$ cat src/rtl/tmr_pkg.sv
package tmr_pkg;

    localparam int BYTE_W  = 8;
    localparam int LOW13_W = 5;
    localparam int CNT13_W = BYTE_W + LOW13_W;
    localparam int CNT16_W = 2 * BYTE_W;

    typedef enum logic [1:0] {
        MODE_13     = 2'b00,
        MODE_16     = 2'b01,
        MODE_RELOAD = 2'b10,
        MODE_HOLD   = 2'b11
    } tmr_mode_e;

    typedef struct packed {
        logic [BYTE_W-1:0] hi;
        logic [BYTE_W-1:0] lo;
    } cnt_t;

    typedef struct packed {
        cnt_t nxt;
        logic ovf;
    } step_t;

    // One increment of the count in the given mode.
    function automatic step_t tmr_step(tmr_mode_e m, cnt_t c);
        step_t               r;
        logic [CNT13_W-1:0]  v13;
        logic [CNT16_W-1:0]  v16;
        r.nxt = c;
        r.ovf = 1'b0;
        v13   = {c.hi, c.lo[LOW13_W-1:0]};
        v16   = {c.hi, c.lo};
        unique case (m)
            MODE_13: begin
                r.ovf = &v13;
                v13   = v13 + CNT13_W'(1);
                r.nxt.hi = v13[CNT13_W-1:LOW13_W];
                r.nxt.lo[LOW13_W-1:0] = v13[LOW13_W-1:0];
            end
            MODE_16: begin
                r.ovf = &v16;
                v16   = v16 + CNT16_W'(1);
                r.nxt.hi = v16[CNT16_W-1:BYTE_W];
                r.nxt.lo = v16[BYTE_W-1:0];
            end
            MODE_RELOAD: begin
                r.ovf    = &c.lo;
                r.nxt.lo = r.ovf ? c.hi : c.lo + BYTE_W'(1);
            end
            default: begin
                r.ovf = 1'b0;
            end
        endcase
        return r;
    endfunction

endpackage

$ cat src/rtl/tmr_prescale.sv
module tmr_prescale #(
    parameter int SLOW_DIV = 12,
    parameter int FAST_DIV = 4
) (
    input  logic clk,
    input  logic rst,
    input  logic fast_i,
    output logic tick_o
);
    localparam int PW = $clog2(SLOW_DIV);

    logic [PW-1:0] pre_q;
    logic [PW-1:0] lim;

    assign lim    = fast_i ? PW'(FAST_DIV - 1) : PW'(SLOW_DIV - 1);
    assign tick_o = (pre_q >= lim);

    always_ff @(posedge clk) begin
        if (rst)         pre_q <= '0;
        else if (tick_o) pre_q <= '0;
        else             pre_q <= pre_q + PW'(1);
    end


    pre_range_chk: assert property (@(posedge clk) disable iff (rst)
        pre_q <= PW'(SLOW_DIV - 1));

endmodule

$ cat src/rtl/tmr_edge.sv
module tmr_edge (
    input  logic clk,
    input  logic rst,
    input  logic tick_i,
    input  logic pin_i,
    output logic edge_o
);
    logic samp_q;
    logic pend_q;

    // Sampling and detection happen only on machine-cycle boundaries;
    // a detected fall is applied at the following boundary.
    always_ff @(posedge clk) begin
        if (rst) begin
            samp_q <= 1'b0;
            pend_q <= 1'b0;
        end else if (tick_i) begin
            samp_q <= pin_i;
            pend_q <= samp_q & ~pin_i;
        end
    end

    assign edge_o = tick_i & pend_q;


    edge_spacing_chk: assert property (@(posedge clk) disable iff (rst)
        edge_o |=> !edge_o);

endmodule

$ cat src/rtl/tmr_count.sv
module tmr_count
    import tmr_pkg::*;
(
    input  logic              clk,
    input  logic              rst,
    input  logic              inc_i,
    input  tmr_mode_e         mode_i,
    input  logic              hi_wr_i,
    input  logic              lo_wr_i,
    input  logic [BYTE_W-1:0] wr_data_i,
    output cnt_t              cnt_o,
    output logic              ovf_o
);
    cnt_t  cnt_q;
    step_t step;
    logic  wr_any;

    assign wr_any = hi_wr_i | lo_wr_i;
    assign step   = tmr_step(mode_i, cnt_q);
    assign ovf_o  = inc_i & ~wr_any & step.ovf;

    always_ff @(posedge clk) begin
        if (rst) begin
            cnt_q <= '0;
        end else if (wr_any) begin
            if (hi_wr_i) cnt_q.hi <= wr_data_i;
            if (lo_wr_i) cnt_q.lo <= wr_data_i;
        end else if (inc_i) begin
            cnt_q <= step.nxt;
        end
    end

    assign cnt_o = cnt_q;


    hi_write_chk: assert property (@(posedge clk) disable iff (rst)
        hi_wr_i |=> cnt_o.hi == $past(wr_data_i));


    reload_hi_chk: assert property (@(posedge clk) disable iff (rst)
        (mode_i == MODE_RELOAD && !hi_wr_i) |=> $stable(cnt_o.hi));


    hold_mode_chk: assert property (@(posedge clk) disable iff (rst)
        (mode_i == MODE_HOLD && !hi_wr_i && !lo_wr_i) |=> $stable(cnt_o));

endmodule

$ cat src/rtl/tmr_chan.sv
module tmr_chan
    import tmr_pkg::*;
#(
    parameter int SLOW_DIV = 12,
    parameter int FAST_DIV = 4
) (
    input  logic              clk,
    input  logic              rst,
    input  logic              run_i,
    input  logic              gate_en_i,
    input  logic              ext_gate_i,
    input  logic              src_ext_i,
    input  logic [1:0]        mode_i,
    input  logic              fast_i,
    input  logic              tog_en_i,
    input  logic              cnt_pin_i,
    input  logic              flag_clr_i,
    input  logic              int_ack_i,
    input  logic              hi_wr_i,
    input  logic              lo_wr_i,
    input  logic [BYTE_W-1:0] wr_data_i,
    output logic [BYTE_W-1:0] hi_o,
    output logic [BYTE_W-1:0] lo_o,
    output logic              ovf_flag_o,
    output logic              tog_o
);
    logic tick;
    logic ext_edge;
    logic enable;
    logic inc;
    logic ovf;
    logic flag_q;
    logic tog_q;
    cnt_t cnt;

    tmr_prescale #(.SLOW_DIV(SLOW_DIV), .FAST_DIV(FAST_DIV)) u_pre (
        .clk    (clk),
        .rst    (rst),
        .fast_i (fast_i),
        .tick_o (tick)
    );

    tmr_edge u_edge (
        .clk    (clk),
        .rst    (rst),
        .tick_i (tick),
        .pin_i  (cnt_pin_i),
        .edge_o (ext_edge)
    );

    assign enable = run_i & (~gate_en_i | ext_gate_i);
    assign inc    = enable & (src_ext_i ? ext_edge : tick);

    tmr_count u_cnt (
        .clk       (clk),
        .rst       (rst),
        .inc_i     (inc),
        .mode_i    (tmr_mode_e'(mode_i)),
        .hi_wr_i   (hi_wr_i),
        .lo_wr_i   (lo_wr_i),
        .wr_data_i (wr_data_i),
        .cnt_o     (cnt),
        .ovf_o     (ovf)
    );

    always_ff @(posedge clk) begin
        if (rst) begin
            flag_q <= 1'b0;
            tog_q  <= 1'b1;
        end else begin
            if (ovf)                          flag_q <= 1'b1;
            else if (flag_clr_i || int_ack_i) flag_q <= 1'b0;
            if (ovf && tog_en_i && !src_ext_i) tog_q <= ~tog_q;
        end
    end

    assign hi_o       = cnt.hi;
    assign lo_o       = cnt.lo;
    assign ovf_flag_o = flag_q;
    assign tog_o      = tog_q;


    flag_set_chk: assert property (@(posedge clk) disable iff (rst)
        ovf |=> ovf_flag_o);


    tog_flip_chk: assert property (@(posedge clk) disable iff (rst)
        (ovf && tog_en_i && !src_ext_i) |=> tog_o != $past(tog_o));


    idle_hold_chk: assert property (@(posedge clk) disable iff (rst)
        (!run_i && !hi_wr_i && !lo_wr_i) |=> ({hi_o, lo_o} == $past({hi_o, lo_o})));

endmodule

$ cat config.mk
export PLATFORM = sky130hd
export DESIGN_NAME = tmr_chan
export DESIGN_NICKNAME = d
export VERILOG_FILES = /design/src/rtl/tmr_pkg.sv /design/src/rtl/tmr_prescale.sv /design/src/rtl/tmr_edge.sv /design/src/rtl/tmr_count.sv /design/src/rtl/tmr_chan.sv
export SDC_FILE = /design/constraint.sdc
export NUM_CORES = 1
export LEC_CHECK = 0
export BUFFER_PORTS_ARGS = -buffer_cell sky130_fd_sc_hd__clkbuf_2
export CORE_ASPECT_RATIO = 0.7
export CORE_UTILIZATION = 30
export DETAILED_ROUTE_END_ITERATION = 10
export GPL_TIMING_DRIVEN = 0
export PLACE_DENSITY = 0.52
export SYNTH_ARGS = -nofsm -noshare
export SYNTH_HDL_FRONTEND = slang
export SYNTH_SLANG_ARGS = --single-unit
$ cat constraint.sdc
create_clock -name clk -period 2.4 [get_ports clk]
set_input_delay 0.36 -clock clk [delete_from_list [all_inputs] [get_ports clk]]
set_output_delay 0.36 -clock clk [all_outputs]
set_load 0.02 [all_outputs]
==> impl_metrics.py <==
metrics = {
    "clock_tree": {
        "postCtsSetupBuffers": 0,
        "ctsResizeCount": 0,
        "path_clk_slew_ns": 0.09,
        "clk_latency_ns": 0.28,
        "cts_root_buffer": "clkbuf_8",
        "cts.hold.buffers_added": 0,
        "cts_tree": "yes",
        "clockBufferDepth": 2,
        "cts.sinks": 24,
        "htreeDepth": 1,
        "numCtsBuffers": 3,
    },
    "detailed_routing": {
        "firstDrtPassIters": 4,
        "drc_errors": 0,
        "ant_nets": 0,
        "drt_first_iter_violations": 75,
        "wl_per_cell_um": 15.58,
        "viasPerCell": 5.328,
        "dr_total_vias": 1689,
        "wirelength_um": 4940,
    },
    "worst_setup_path": {
        "end_kind": "register",
        "critPathRequiredTime_ns": 2.60,
        "cp-start-kind": "register",
        "crit_type": "reg -> reg",
        "r2r_cells": 6,
        "cp-endpoint": "u_cnt.cnt_o[12]$_SDFFE_PP0P_",
        "path_max_fanout": 7,
        "crit_start": "u_cnt.cnt_o[0]$_SDFFE_PP0P_",
        "cp_data_arrival_time_ns": 2.21,
        "rrSetupSlack_ns": 0.39,
        "reg2reg_to": "u_cnt.cnt_o[12]$_SDFFE_PP0P_",
        "rr_startpoint": "u_cnt.cnt_o[0]$_SDFFE_PP0P_",
    },
    "yosys": {
        "synth.distinct_cells": 58,
        "synth_area_um2": 1719,
        "seq_area_frac_synth": 0.2795,
        "async_flop_share": 0,
        "ys_warn_count": 0,
        "syn_inst": 201,
        "synth_seq_cells": 24,
        "synth_edf_count": 0,
        "avgSynthCellArea_um2": 8.553,
        "syn-num-nets": 231,
        "ys.flop_type": "dfxtp_1",
    },
    "min_path": {
        "holdCritStartpoint": "cnt_pin_i",
        "hold_class": "in -> reg",
    },
    "place": {
        "dpl.hpwl_um": 3890,
        "io_buffers": 40,
        "place_congestion": 0.8141,
        "place_ws_ns": 0.2745,
    },
    "final_layout": {
        "syn2layout_area_growth_pct": 21.03,
        "fillers": 584,
        "antenna_cells": 0,
        "final_nets": 276,
        "drive_gt1_frac": 0.2653,
    },
    "timing": {
        "timing.hold.ws_ns": 0.3381,
        "setup_viol": 0,
        "relSlewSlack": 0.5717,
        "finalHoldViolCount": 0,
        "totalNegativeSetupSlack_ns": 0,
        "report.final.slew_viol_count": 0,
        "skew_ns": 0.004726,
        "clock.fmax_ghz": 0.4975,
        "worstMarginPinSlew_ns": 0.6400,
        "layout_setup_ws_ns": 0.3898,
        "rsz0062_at_grt": "false",
        "period_share": 0.8376,
        "fin_crit_ns": 2.010,
    },
    "floorplanning": {
        "core_um2": 5368,
        "ioPinCount": 41,
        "die_area_um2": 6042,
        "die_h_um": 65.34,
        "die_x_um": 92.48,
        "start_util": 0.3203,
        "row_count": 22,
    },
    "grt": {
        "grt_first_pass_wirelength_um": 8114,
        "first_global_vias": 1515,
        "grt_usage": 0.1758,
        "grt_max_degree": 15,
        "gr-total-overflow": 0,
        "antenna_found_initial": 0,
    },
    "power": {
        "pwr_density_cell_nw_per_um2": 504.3,
        "ir_worst_vdd_mv": 0.2091,
        "leakage_nw": 0.8299,
        "finalPower_mw": 1.049,
    },
    "flow_run": {
        "maxCapViolations": 0,
    },
    "status": {
        "run_status": "completed",
    },
}
## per-stage QoR
step                      instance area (um^2)  std cells    util
after floorplan                           1719        201       -
after global placement                    2009        313  0.3744
after detailed placement                  2009        313  0.3744
final                                     2081        317  0.3876
after CTS                                 2081        317  0.3876
after global routing                      2081        317  0.3876
## metal layers
layer,vias to the layer above,GRT usage,wire length [um]
li1,854,-,-
met1,765,0.2797,2613
met2,68,0.2287,1891
met3,2,0.04282,424
met4,0,0.03711,10
met5,-,0,0
## synthesized netlist by cell type (3+ instances only)
library cell / count / area [um^2]
nor3_1: 11 / 55.05
inv_1: 8 / 30.03
mux2i_1: 4 / 40.04
nor2_1: 27 / 101.4
a2111oi_2: 3 / 45.04
a21oi_1: 9 / 45.04
ha_1: 7 / 87.58
dfxtp_1: 24 / 480.5
nand2b_1: 4 / 25.02
and4_1: 3 / 26.28
and3_1: 3 / 18.77
o21ai_0: 7 / 35.03
a31oi_1: 3 / 18.77
nand3_1: 8 / 40.04
a221oi_1: 4 / 35.03
clkbuf_1: 5 / 18.77
and2_1: 4 / 25.02
nand2_1: 14 / 52.55
a211oi_1: 4 / 30.03
## worst min path at each step
stage | to | cells after the start | slack, ns
2_1_floorplan | u_cnt.cnt_o[10]$_SDFFE_PP0P_ | 1 | 0.43
3_3_place_gp | u_pre.pre_q[0]$_SDFF_PP0_ | 1 | 0.46
3_5_place_dp | u_pre.pre_q[0]$_SDFF_PP0_ | 1 | 0.46
4_1_cts | u_cnt.cnt_o[13]$_SDFFE_PP0P_ | 3 | 0.33
5_1_grt | u_cnt.cnt_o[13]$_SDFFE_PP0P_ | 3 | 0.36
6_report | u_edge.samp_q$_SDFFE_PP0N_ | 3 | 0.34
## cells in the final DEF, fill, tap and decap left out, types with 2 or more instances in the layout
master	Yosys	layout
nand4b_1	2	2
a21oi_1	9	9
a31oi_1	3	3
a211oi_1	4	4
and3_1	3	3
dfxtp_1	24	24
nand2_1	14	14
and2_1	4	4
a311oi_1	2	2
clkbuf_1	5	5
nand4_4	2	2
o21ai_0	7	7
and4_1	3	3
nor3_1	11	11
o31ai_1	2	2
xor2_1	2	2
ha_1	7	7
o311a_1	2	2
a21o_1	2	2
nor2_1	27	27
mux2i_1	4	4
xnor2_1	2	2
nor3_2	2	2
a2111oi_2	3	3
nand3_1	8	8
clkbuf_8	0	3
clkbuf_2	0	40
nor2b_1	2	2
inv_1	8	8
nand2b_1	4	4
a221oi_1	4	4
## flip-flops by register name (all words and copies together) (netlist names)
signal,flops
ovf_flag_o,1
tog_o,1
u_cnt.cnt_o,16
u_edge.pend_q,1
u_edge.samp_q,1
u_pre.pre_q,4
## power breakdown
group | internal, mW | switching [mW] | total, mW | leakage (nW)
combinational | 0.0859 | 0.133 | 0.219 | 0.597
clock | 0.223 | 0.145 | 0.368 | 0.0357
sequential | 0.424 | 0.0387 | 0.462 | 0.197
total | 0.733 | 0.316 | 1.05 | 0.830
## cell families after synthesis
| logic type | synth area share |
|---|---|
| adders and majority gates | 0.05094 |
| AOI/OAI and AO/OA | 0.3013 |
| buffers and inverters | 0.03566 |
| DFF | 0.2795 |
| xor gates and xnor gates | 0.02038 |
| and+or+nand+nor | 0.2889 |
| muxes | 0.02329 |
## critical path, cell delays in order, from the launching register on
cell      delay, ns
dfxtp_1        0.46
ha_1           0.30
nand4_2        0.29
o32ai_1        0.40
a21o_1         0.20
a21oi_1        0.06
a211oi_1       0.22
## area by class of cell
cell class,instances,area (um^2),area share
multi-input combinational,162,1177,0.5658
sequential,24,480.5,0.2309
clock buffer,3,41.29,0.01984
timing repair buffer,40,200.2,0.09621
inverter,8,30.03,0.01443
clock inverter,1,30.03,0.01443
buffer,7,31.28,0.01503
tap,72,90.09,0.04330
Note: power is estimated with default switching activity, not from simulation.
